## src/rtl/sysio_pkg.sv

```systemverilog
package sysio_pkg;
  localparam int BYTE_W   = 8;
  localparam int IO_AW    = 12;
  localparam int NPORTS   = 10;
  localparam int SEL_W    = $clog2(NPORTS + 1);

  // port table; index order is the decode priority (all distinct)
  localparam logic [IO_AW-1:0] PORT_ADDR [NPORTS] = '{
    12'h092, 12'h808, 12'h80C, 12'h810, 12'h812,
    12'h814, 12'h818, 12'h81C, 12'h850, 12'h852
  };

  localparam logic [SEL_W-1:0] IX_SPECIAL = 4'd0;
  localparam logic [SEL_W-1:0] IX_DISKLED = 4'd1;
  localparam logic [SEL_W-1:0] IX_EQUIP   = 4'd2;
  localparam logic [SEL_W-1:0] IX_PASS_A  = 4'd3;
  localparam logic [SEL_W-1:0] IX_PASS_B  = 4'd4;
  localparam logic [SEL_W-1:0] IX_L2INV   = 4'd5;
  localparam logic [SEL_W-1:0] IX_KEYLOCK = 4'd6;
  localparam logic [SEL_W-1:0] IX_SYSCTL  = 4'd7;
  localparam logic [SEL_W-1:0] IX_MAPTYPE = 4'd8;
  localparam logic [SEL_W-1:0] IX_BOARDID = 4'd9;
  localparam logic [SEL_W-1:0] IX_NONE    = SEL_W'(NPORTS);

  // MSB-first named bits
  localparam int SRST_BIT = 7;
  localparam int LE_BIT   = 6;
  localparam int NCMAP_BIT = 7;

  localparam logic [1:0] SIZE_WORD = 2'b10;

  function automatic logic [BYTE_W-1:0] bit_mask(input int n);
    return BYTE_W'(1) << (BYTE_W - 1 - n);
  endfunction
endpackage

```

## src/rtl/sysio_port_decode.sv

```systemverilog
module sysio_port_decode
  import sysio_pkg::*;
(
  input  logic [IO_AW-1:0] addr,
  output logic [SEL_W-1:0] sel
);
  logic [NPORTS-1:0] hit;

  for (genvar i = 0; i < NPORTS; i++) begin : g_cmp
    assign hit[i] = (addr == PORT_ADDR[i]);
  end

  always_comb begin
    sel = IX_NONE;
    for (int i = NPORTS - 1; i >= 0; i--) begin
      if (hit[i]) sel = SEL_W'(i);
    end
  end
endmodule

```

## src/rtl/sysio_regs.sv

```systemverilog
module sysio_regs
  import sysio_pkg::*;
#(
  parameter logic [7:0] EQUIP_STRAP    = 8'h00,
  parameter logic [7:0] BOARD_ID_STRAP = 8'h00
)(
  input  logic              clk,
  input  logic              rst_n,
  input  logic              wr_en,
  input  logic [SEL_W-1:0]  sel,
  input  logic [BYTE_W-1:0] wdata,
  output logic [BYTE_W-1:0] rdata,
  output logic              soft_reset,
  output logic              noncontig,
  output logic              le_err
);
  logic [BYTE_W-1:0] sysctl_q;
  logic [BYTE_W-1:0] maptype_q;

  always_ff @(posedge clk) begin
    if (!rst_n) begin
      sysctl_q   <= '0;
      maptype_q  <= '0;
      soft_reset <= 1'b0;
      noncontig  <= 1'b0;
      le_err     <= 1'b0;
    end else if (wr_en) begin
      case (sel)
        IX_SPECIAL: begin
          soft_reset <= |(wdata & bit_mask(SRST_BIT));
          if (|(wdata & bit_mask(LE_BIT))) le_err <= 1'b1;
        end
        IX_SYSCTL: sysctl_q <= wdata;
        IX_MAPTYPE: begin
          maptype_q <= wdata;
          noncontig <= |(wdata & bit_mask(NCMAP_BIT));
        end
        default: ;
      endcase
    end
  end

  always_comb begin
    case (sel)
      IX_SPECIAL, IX_KEYLOCK: rdata = '0;
      IX_EQUIP:               rdata = EQUIP_STRAP;
      IX_BOARDID:             rdata = BOARD_ID_STRAP;
      IX_SYSCTL:              rdata = sysctl_q;
      IX_MAPTYPE:             rdata = maptype_q;
      default:                rdata = '1;
    endcase
  end
endmodule

```

## src/rtl/sysio_parity_win.sv

```systemverilog
module sysio_parity_win #(
  parameter int          AW   = 32,
  parameter logic [31:0] BASE = 32'hBFFF_EFF0
)(
  input  logic [AW-1:0] addr,
  input  logic [1:0]    size,
  input  logic          write,
  output logic          ok
);
  localparam logic [AW-1:0] BASE_A = AW'(BASE);

  assign ok = (addr == BASE_A) && (size == sysio_pkg::SIZE_WORD) && !write;
endmodule

```

## src/rtl/sysio_rsp_slot.sv

```systemverilog
module sysio_rsp_slot #(
  parameter int W = 8
)(
  input  logic         clk,
  input  logic         rst_n,
  input  logic         load,
  input  logic [W-1:0] ld_data,
  input  logic         rsp_ready,
  output logic         rsp_valid,
  output logic [W-1:0] rsp_data,
  output logic         can_accept
);
  always_ff @(posedge clk) begin
    if (!rst_n) begin
      rsp_valid <= 1'b0;
      rsp_data  <= '0;
    end else if (load) begin
      rsp_valid <= 1'b1;
      rsp_data  <= ld_data;
    end else if (rsp_ready) begin
      rsp_valid <= 1'b0;
    end
  end

  assign can_accept = !rsp_valid || rsp_ready;
endmodule

```

## src/rtl/sysio_ctrl.sv

```systemverilog
module sysio_ctrl
  import sysio_pkg::*;
#(
  parameter logic [7:0]  EQUIP_STRAP    = 8'h00,
  parameter logic [7:0]  BOARD_ID_STRAP = 8'h00,
  parameter int          MEM_AW         = 32,
  parameter int          MEM_DW         = 32,
  parameter logic [31:0] PARITY_BASE    = 32'hBFFF_EFF0
)(
  input  logic              clk,
  input  logic              rst_n,
  input  logic              io_req_valid,
  output logic              io_req_ready,
  input  logic              io_req_write,
  input  logic [IO_AW-1:0]  io_req_addr,
  input  logic [BYTE_W-1:0] io_req_wdata,
  output logic              io_rsp_valid,
  input  logic              io_rsp_ready,
  output logic [BYTE_W-1:0] io_rsp_rdata,
  input  logic              mem_req_valid,
  output logic              mem_req_ready,
  input  logic              mem_req_write,
  input  logic [MEM_AW-1:0] mem_req_addr,
  input  logic [1:0]        mem_req_size,
  output logic              mem_rsp_valid,
  input  logic              mem_rsp_ready,
  output logic [MEM_DW-1:0] mem_rsp_rdata,
  output logic              soft_reset,
  output logic              io_map_noncontig,
  output logic              le_mode_err,
  output logic              bus_err
);
  logic              io_acc, mem_acc, win_ok;
  logic [SEL_W-1:0]  sel;
  logic [BYTE_W-1:0] reg_rdata, io_ld;

  assign io_acc  = io_req_valid && io_req_ready;
  assign mem_acc = mem_req_valid && mem_req_ready;

  sysio_port_decode u_dec (.addr(io_req_addr), .sel(sel));

  sysio_regs #(.EQUIP_STRAP(EQUIP_STRAP), .BOARD_ID_STRAP(BOARD_ID_STRAP)) u_regs (
    .clk(clk), .rst_n(rst_n), .wr_en(io_acc && io_req_write), .sel(sel),
    .wdata(io_req_wdata), .rdata(reg_rdata), .soft_reset(soft_reset),
    .noncontig(io_map_noncontig), .le_err(le_mode_err)
  );

  assign io_ld = io_req_write ? '0 : reg_rdata;

  sysio_rsp_slot #(.W(BYTE_W)) u_io_slot (
    .clk(clk), .rst_n(rst_n), .load(io_acc), .ld_data(io_ld),
    .rsp_ready(io_rsp_ready), .rsp_valid(io_rsp_valid),
    .rsp_data(io_rsp_rdata), .can_accept(io_req_ready)
  );

  sysio_parity_win #(.AW(MEM_AW), .BASE(PARITY_BASE)) u_win (
    .addr(mem_req_addr), .size(mem_req_size), .write(mem_req_write), .ok(win_ok)
  );

  sysio_rsp_slot #(.W(MEM_DW)) u_mem_slot (
    .clk(clk), .rst_n(rst_n), .load(mem_acc), .ld_data('0),
    .rsp_ready(mem_rsp_ready), .rsp_valid(mem_rsp_valid),
    .rsp_data(mem_rsp_rdata), .can_accept(mem_req_ready)
  );

  always_ff @(posedge clk) begin
    if (!rst_n) bus_err <= 1'b0;
    else        bus_err <= mem_acc && !win_ok;
  end
endmodule

```

## config.mk

```make
export PLATFORM = sky130hd
export DESIGN_NAME = sysio_ctrl
export DESIGN_NICKNAME = d
export VERILOG_FILES = /design/src/rtl/sysio_pkg.sv /design/src/rtl/sysio_port_decode.sv /design/src/rtl/sysio_regs.sv /design/src/rtl/sysio_parity_win.sv /design/src/rtl/sysio_rsp_slot.sv /design/src/rtl/sysio_ctrl.sv
export SDC_FILE = /design/constraint.sdc
export NUM_CORES = 1
export LEC_CHECK = 0
export BUFFER_PORTS_ARGS = -buffer_cell sky130_fd_sc_hd__buf_2
export CAP_MARGIN = 15
export CORE_MARGIN = 2
export CORE_UTILIZATION = 25
export CTS_CLUSTER_SIZE = 14
export DETAILED_ROUTE_END_ITERATION = 10
export PLACE_DENSITY_LB_ADDON = 0.05
export SLEW_MARGIN = 20
export SYNTH_ARGS = -nofsm -noshare
export SYNTH_HDL_FRONTEND = slang
export SYNTH_SLANG_ARGS = --single-unit
```

## constraint.sdc

```tcl
create_clock -name clk -period 4.15 [get_ports clk]
set_input_delay 0.415 -clock clk [delete_from_list [all_inputs] [get_ports clk]]
set_output_delay 0.415 -clock clk [all_outputs]
set_load 0.005 [all_outputs]
```

======== After elaboration in Yosys (flattened, before gate mapping) ========
Index checks and enable logic that the tools add are counted.
word-level totals
  register bits after elaboration ......... 30
  input port bits ......................... 62
  word-level logic and storage cells ...... 62
cells by class
  eq/ne operators ......................... 17
  muxes and demuxes ....................... 16
  reduce and logical (&&, ||, !) cells .... 20
operator list
  operator                                        count
  == test 12 bit, second input constant           9
  == test 32 bit, second input constant           1
  2-to-1 mux 4 bit                                8
  case mux 8 bit (3 select lines)                 1
  == test 12 x 8 -> 1 bit, second input constant  1
  == test 4 x 3 -> 1 bit, second input constant   2
  == test 4 bit, second input constant            2
  2-to-1 mux 8 bit                                1
  logical AND 1 bit                               6
  AND reduction 2 bit                             3
  == test 4 x 2 -> 1 bit, second input constant   1
  logical NOT 1 bit                               4
  logical NOT 4 bit                               1
  2-to-1 mux 1 bit                                4
  2-to-1 mux 2 bit                                2
  nonzero test 2 bit                              2
  OR reduction 4 bit                              1
  AND reduction 3 bit                             1
  == test 2 bit, second input constant            1
  logical OR 1 bit                                2

======== Longest topological paths before layout ========
  depth in word-level cells ............... 15
  mapped depth ............................ 7
  mapped depth without buffers ............ 5

======== By module ========
From an unflattened synthesis, not the netlist that was laid out.
unflattened totals
  cell total of the unflattened synthesis .. 292
  area total of the unflattened synthesis .. 2901.5 um2
by module, submodules not included
  module                       times used  cells each  area each (um2)  seq. area each (um2)
  sysio_rsp_slot (u_mem_slot)  1           107         1281.2           660.6
  sysio_regs                   1           102         872.1            360.3
  sysio_rsp_slot (u_io_slot)   1           29          339.1            180.2
  sysio_port_decode            1           28          178.9            0.0
  sysio_ctrl                   1           14          123.9            20.0
  sysio_parity_win             1           12          106.4            0.0

======== Worst setup path after synthesis ========
No wires, ideal clock.
  kind .................................... input -> register
  start ................................... input io_req_addr[4]
  end ..................................... register u_io_slot.rsp_data[5]
  arrival ................................. 1598 ps
  slack ................................... 2415 ps
  stages on the path ...................... 6
  path buffers ............................ 1
  cells stage by stage .................... buf_4 -> xor2_1 -> a221oi_1 -> nor2_1 -> a222oi_1 -> a22oi_1
on the way
  cells in the longest elaborated chain, start to end .. 15
ends and longest elaborated chain
  element                                         line                     text
  start, declared                                 sysio_ctrl.sv:15         input logic [IO_AW-1:0] io_req_addr,
  == test 12 bit                                  sysio_port_decode.sv:10  assign hit[i] = (addr == PORT_ADDR[i]);
  2-to-1 mux 2 bit (2 in series)                  sysio_port_decode.sv:16  if (hit[i]) sel = SEL_W'(i);
  2-to-1 mux 4 bit (7 in series)                  sysio_port_decode.sv:16
  2-to-1 mux 4 bit (*)                            sysio_port_decode.sv:16
  == test 4 x 3 -> 1 bit (tied with other cells)  sysio_regs.sv:44         case (sel)
  OR reduction 4 bit (no source line)             --
  case mux 8 bit (3 select lines) (*)             sysio_regs.sv:44
  2-to-1 mux 8 bit (*)                            sysio_ctrl.sv:48         assign io_ld = io_req_write ? '0 : reg_rdata;
  end signal, assigned                            sysio_rsp_slot.sv:19     rsp_data <= ld_data;
  end, declared                                   sysio_rsp_slot.sv:10     output logic [W-1:0] rsp_data,
Mark *: on every way between the ends. The rest lies on a longest branch, timed or not.
A chain may end at the register's enable or synchronous reset.

======== Worst setup path after layout ========
  start ................................... input io_req_addr[6]
  end ..................................... register u_io_slot.rsp_data[5]
The elaborated chain is that of the path after synthesis.

==> flow_summary.json <==
{
  "die_y_um": 87.47,
  "power.switching_uw": 160.1,
  "muxShareOfSynthArea": 0.1034,
  "p_comb_frac": 0.144,
  "synth_edf_count": 0,
  "post_cts_buffers": 0,
  "slowest_stage": "nor4bb_2",
  "netlist_area_um2": 1742,
  "slowest_delay_ps": 830,
  "clock-root-buffer": "clkbuf_8",
  "grt_pass1_wl_um": 7038,
  "setup_violations": 0,
  "grt_usage": 0.1192,
  "leakage_nw": 0.9024,
  "clock_latency_ps": 280,
  "reg2reg_depth": 6,
  "slew_violations": 0,
  "timing.final.crit_share": 0.4745,
  "cap_violations": 0,
  "whs_path_depth": 3,
  "yosys.area_share.adder": 0,
  "power_density_nw_per_um2": 278.9,
  "outcome": "finished clean",
  "cp-start-kind": "input pin",
  "setup-tns-final_ps": 0,
  "cts_buffers": 5,
  "first_pass_iters": 5,
  "grt_pass1_vias": 1445,
  "critPathCaptureType": "register",
  "drtAntennaViolNets": 0,
  "drc": 0,
  "viasPerCell": 4.449,
  "layout_commonest_cell": "buf_2",
  "grt_overflow_total": 0,
  "most-common-layout-cells": "77 x buf_2, 32 x conb_1, 29 x dfxtp_1",
  "synth_ff_type": "dfxtp_1",
  "ys_types": 40,
  "path_cells": "buf_2, nor3b_1, nand2_1, nor4bb_2, a222oi_1, a22oi_1",
  "place_hpwl_um": 3464,
  "drt_wl_total_um": 4497,
  "synth_top_area_cell": "dfxtp_1",
  "fp.dieW_um": 87.47,
  "initial_core_util": 0.2578,
  "avgSynthCellArea_um2": 9.364,
  "drtIter0Drc": 104,
  "slew_headroom": 0.3574,
  "path_buf_inv": 1,
  "syn_inst": 186,
  "critical_path_arrival_ps": 2170,
  "hold_buffers": 0,
  "fin_crit_ps": 1969,
  "postSynth.asyncResetShare": 0,
  "ir_drop_mv": 0.1192,
  "antenna_found_initial": 0,
  "row_count": 30,
  "cts_resized": 0,
  "hold_end": "u_mem_slot.rsp_valid$_SDFFE_PN0P_",
  "hp-class": "in2reg",
  "timing.hold.ws_ps": 384.9,
  "synth_simple_gate_area_share": 0.2507,
  "clk_path_buf_depth": 2,
  "ios": 110,
  "synth-seq-area-share": 0.3333,
  "cts_tree": "yes",
  "syn_to_final_growth_pct": 24.43,
  "clk_pin_slew_worst_paths_ps": 70,
  "cp.required_ps": 4350,
  "crit_type": "in2reg",
  "portBuffers": 77,
  "fmax_ghz": 0.5078,
  "tightestPinTransition_ps": 950.2,
  "synth-compound-area-share": 0.1379,
  "hp-start": "mem_req_valid",
  "p_int_uw": 444.1,
  "num_vias": 1535,
  "synth_top_family_by_area": "simple AND/OR/NAND/NOR gates",
  "crit_fanout": 8,
  "reg2reg_slack_ps": 2540,
  "swShare": 0.2650,
  "yosysTopAreaCellShare": 0.3333,
  "worstSetupPathDepth": 6,
  "final_hold_viol_count": 0,
  "yosys.area_share.xor_xnor": 0.005029,
  "final_layout_size_suffix_gt1_frac": 0.3547,
  "place_congestion": 0.7805,
  "p_seq_frac": 0.479,
  "synth_warnings": 0,
  "clock-sinks": 29,
  "crit_family": "simple AND/OR/NAND/NOR gates",
  "rsz0062_at_grt": "no",
  "die-area_um2": 7650,
  "n_antenna_cell": 0,
  "rr_endpoint": "u_regs.sysctl_q[4]$_SDFFE_PN0P_",
  "fin_skew_ps": 5.586,
  "grt_max_degree": 24,
  "synthTopCellsByArea": "dfxtp_1 33%, buf_4 14%, mux2i_1 10%, nor2b_1 6.8%, a222oi_1 4.6%",
  "power_frac_clock": 0.377,
  "synth.ff_latch_count": 29,
  "r2r-start": "u_io_slot.rsp_valid$_SDFFE_PN0P_",
  "htreeDepth": 2,
  "coreArea_um2": 6756,
  "nNetsFinal": 326,
  "routedWlPerCell_um": 13.03
}
-- area by class of cell --
class	count	area (um^2)
Fill cell	705	4589
Multi-Input combinational cell	146	992.2
Sequential cell	29	580.6
Timing Repair Buffer	79	400.4
Tap cell	80	100.1
Clock buffer	6	72.57
Inverter	3	11.26
Clock inverter	2	10.01
-- flip-flops by register name, indices dropped and copies added, names as in the netlist --
name and flops:
u_io_slot.rsp_data 8, u_regs.maptype_q 8, u_regs.sysctl_q 8, bus_err 1
u_io_slot.rsp_valid 1, u_mem_slot.rsp_valid 1, u_regs.le_err 1, u_regs.soft_reset 1
-- power by group through the flow --
| stage | clock network (mW) | logic [mW] | registers [mW] |
|---|---|---|---|
| 2_1_floorplan | 0 | 0.0607 | 0.296 |
| 3_3_place_gp | 0 | 0.0883 | 0.296 |
| 3_5_place_dp | 0 | 0.0877 | 0.296 |
| 4_1_cts | 0.234 | 0.0879 | 0.289 |
| 5_1_grt | 0.247 | 0.0984 | 0.290 |
| 6_report | 0.228 | 0.0873 | 0.289 |
-- tightest hold or removal path: stages --
cell,delay (ps)
buf_2,110
inv_1,40
a21boi_0,60
-- through the flow --
stage / std cells / util / worst slack, ps / total power [mW] / cell area, um^2
after floorplan: 217 / - / 2415 / 0.3565 / 1858
after global placement: 337 / 0.3085 / 1890 / 0.3843 / 2085
after detailed placement: 337 / 0.3085 / 1877 / 0.3834 / 2085
after CTS: 345 / 0.3207 / 2179 / 0.6119 / 2167
after global routing: 345 / 0.3207 / 1935 / 0.6358 / 2167
final: 345 / 0.3207 / 2181 / 0.6043 / 2167
-- worst max-delay path by stage --
stage                    from                                  to  slack [ps]
2_1_floorplan  io_req_addr[4]  u_io_slot.rsp_data[5]$_SDFFE_PN0P_        2410
3_3_place_gp   io_req_addr[2]  u_io_slot.rsp_data[5]$_SDFFE_PN0P_        1890
3_5_place_dp   io_req_addr[2]  u_io_slot.rsp_data[5]$_SDFFE_PN0P_        1880
4_1_cts        io_req_addr[2]  u_io_slot.rsp_data[5]$_SDFFE_PN0P_        2180
5_1_grt        io_req_addr[2]  u_io_slot.rsp_data[0]$_SDFFE_PN0P_        1940
6_report       io_req_addr[6]  u_io_slot.rsp_data[5]$_SDFFE_PN0P_        2180
-- cell families after synthesis --
group,Yosys count
AO/OA/AOI/OAI,28
XOR/XNOR,1
AND/OR/NAND/NOR,67
flip-flops,29
multiplexers,18
buffers and inverters,42
other,1
-- cell usage after synthesis (all sizes together) (3+ instances only) --
library cell   n
dfxtp         29
nor4b          3
nand2         11
nand4          7
a222oi         8
a22oi          8
nand4b         3
clkbuf         5
mux2i         18
a21boi         4
nor2b         19
inv            3
nand3          3
nor2           7
nor3           4
buf           34
-- layer usage --
layer,GRT usage,vias up,routed length (um)
met5,0,-,0
met4,0.03357,0,41
li1,-,771,-
met2,0.1928,84,2090
met3,0.03697,6,433
met1,0.1523,674,1932
Note: power is estimated with default switching activity, not from simulation.
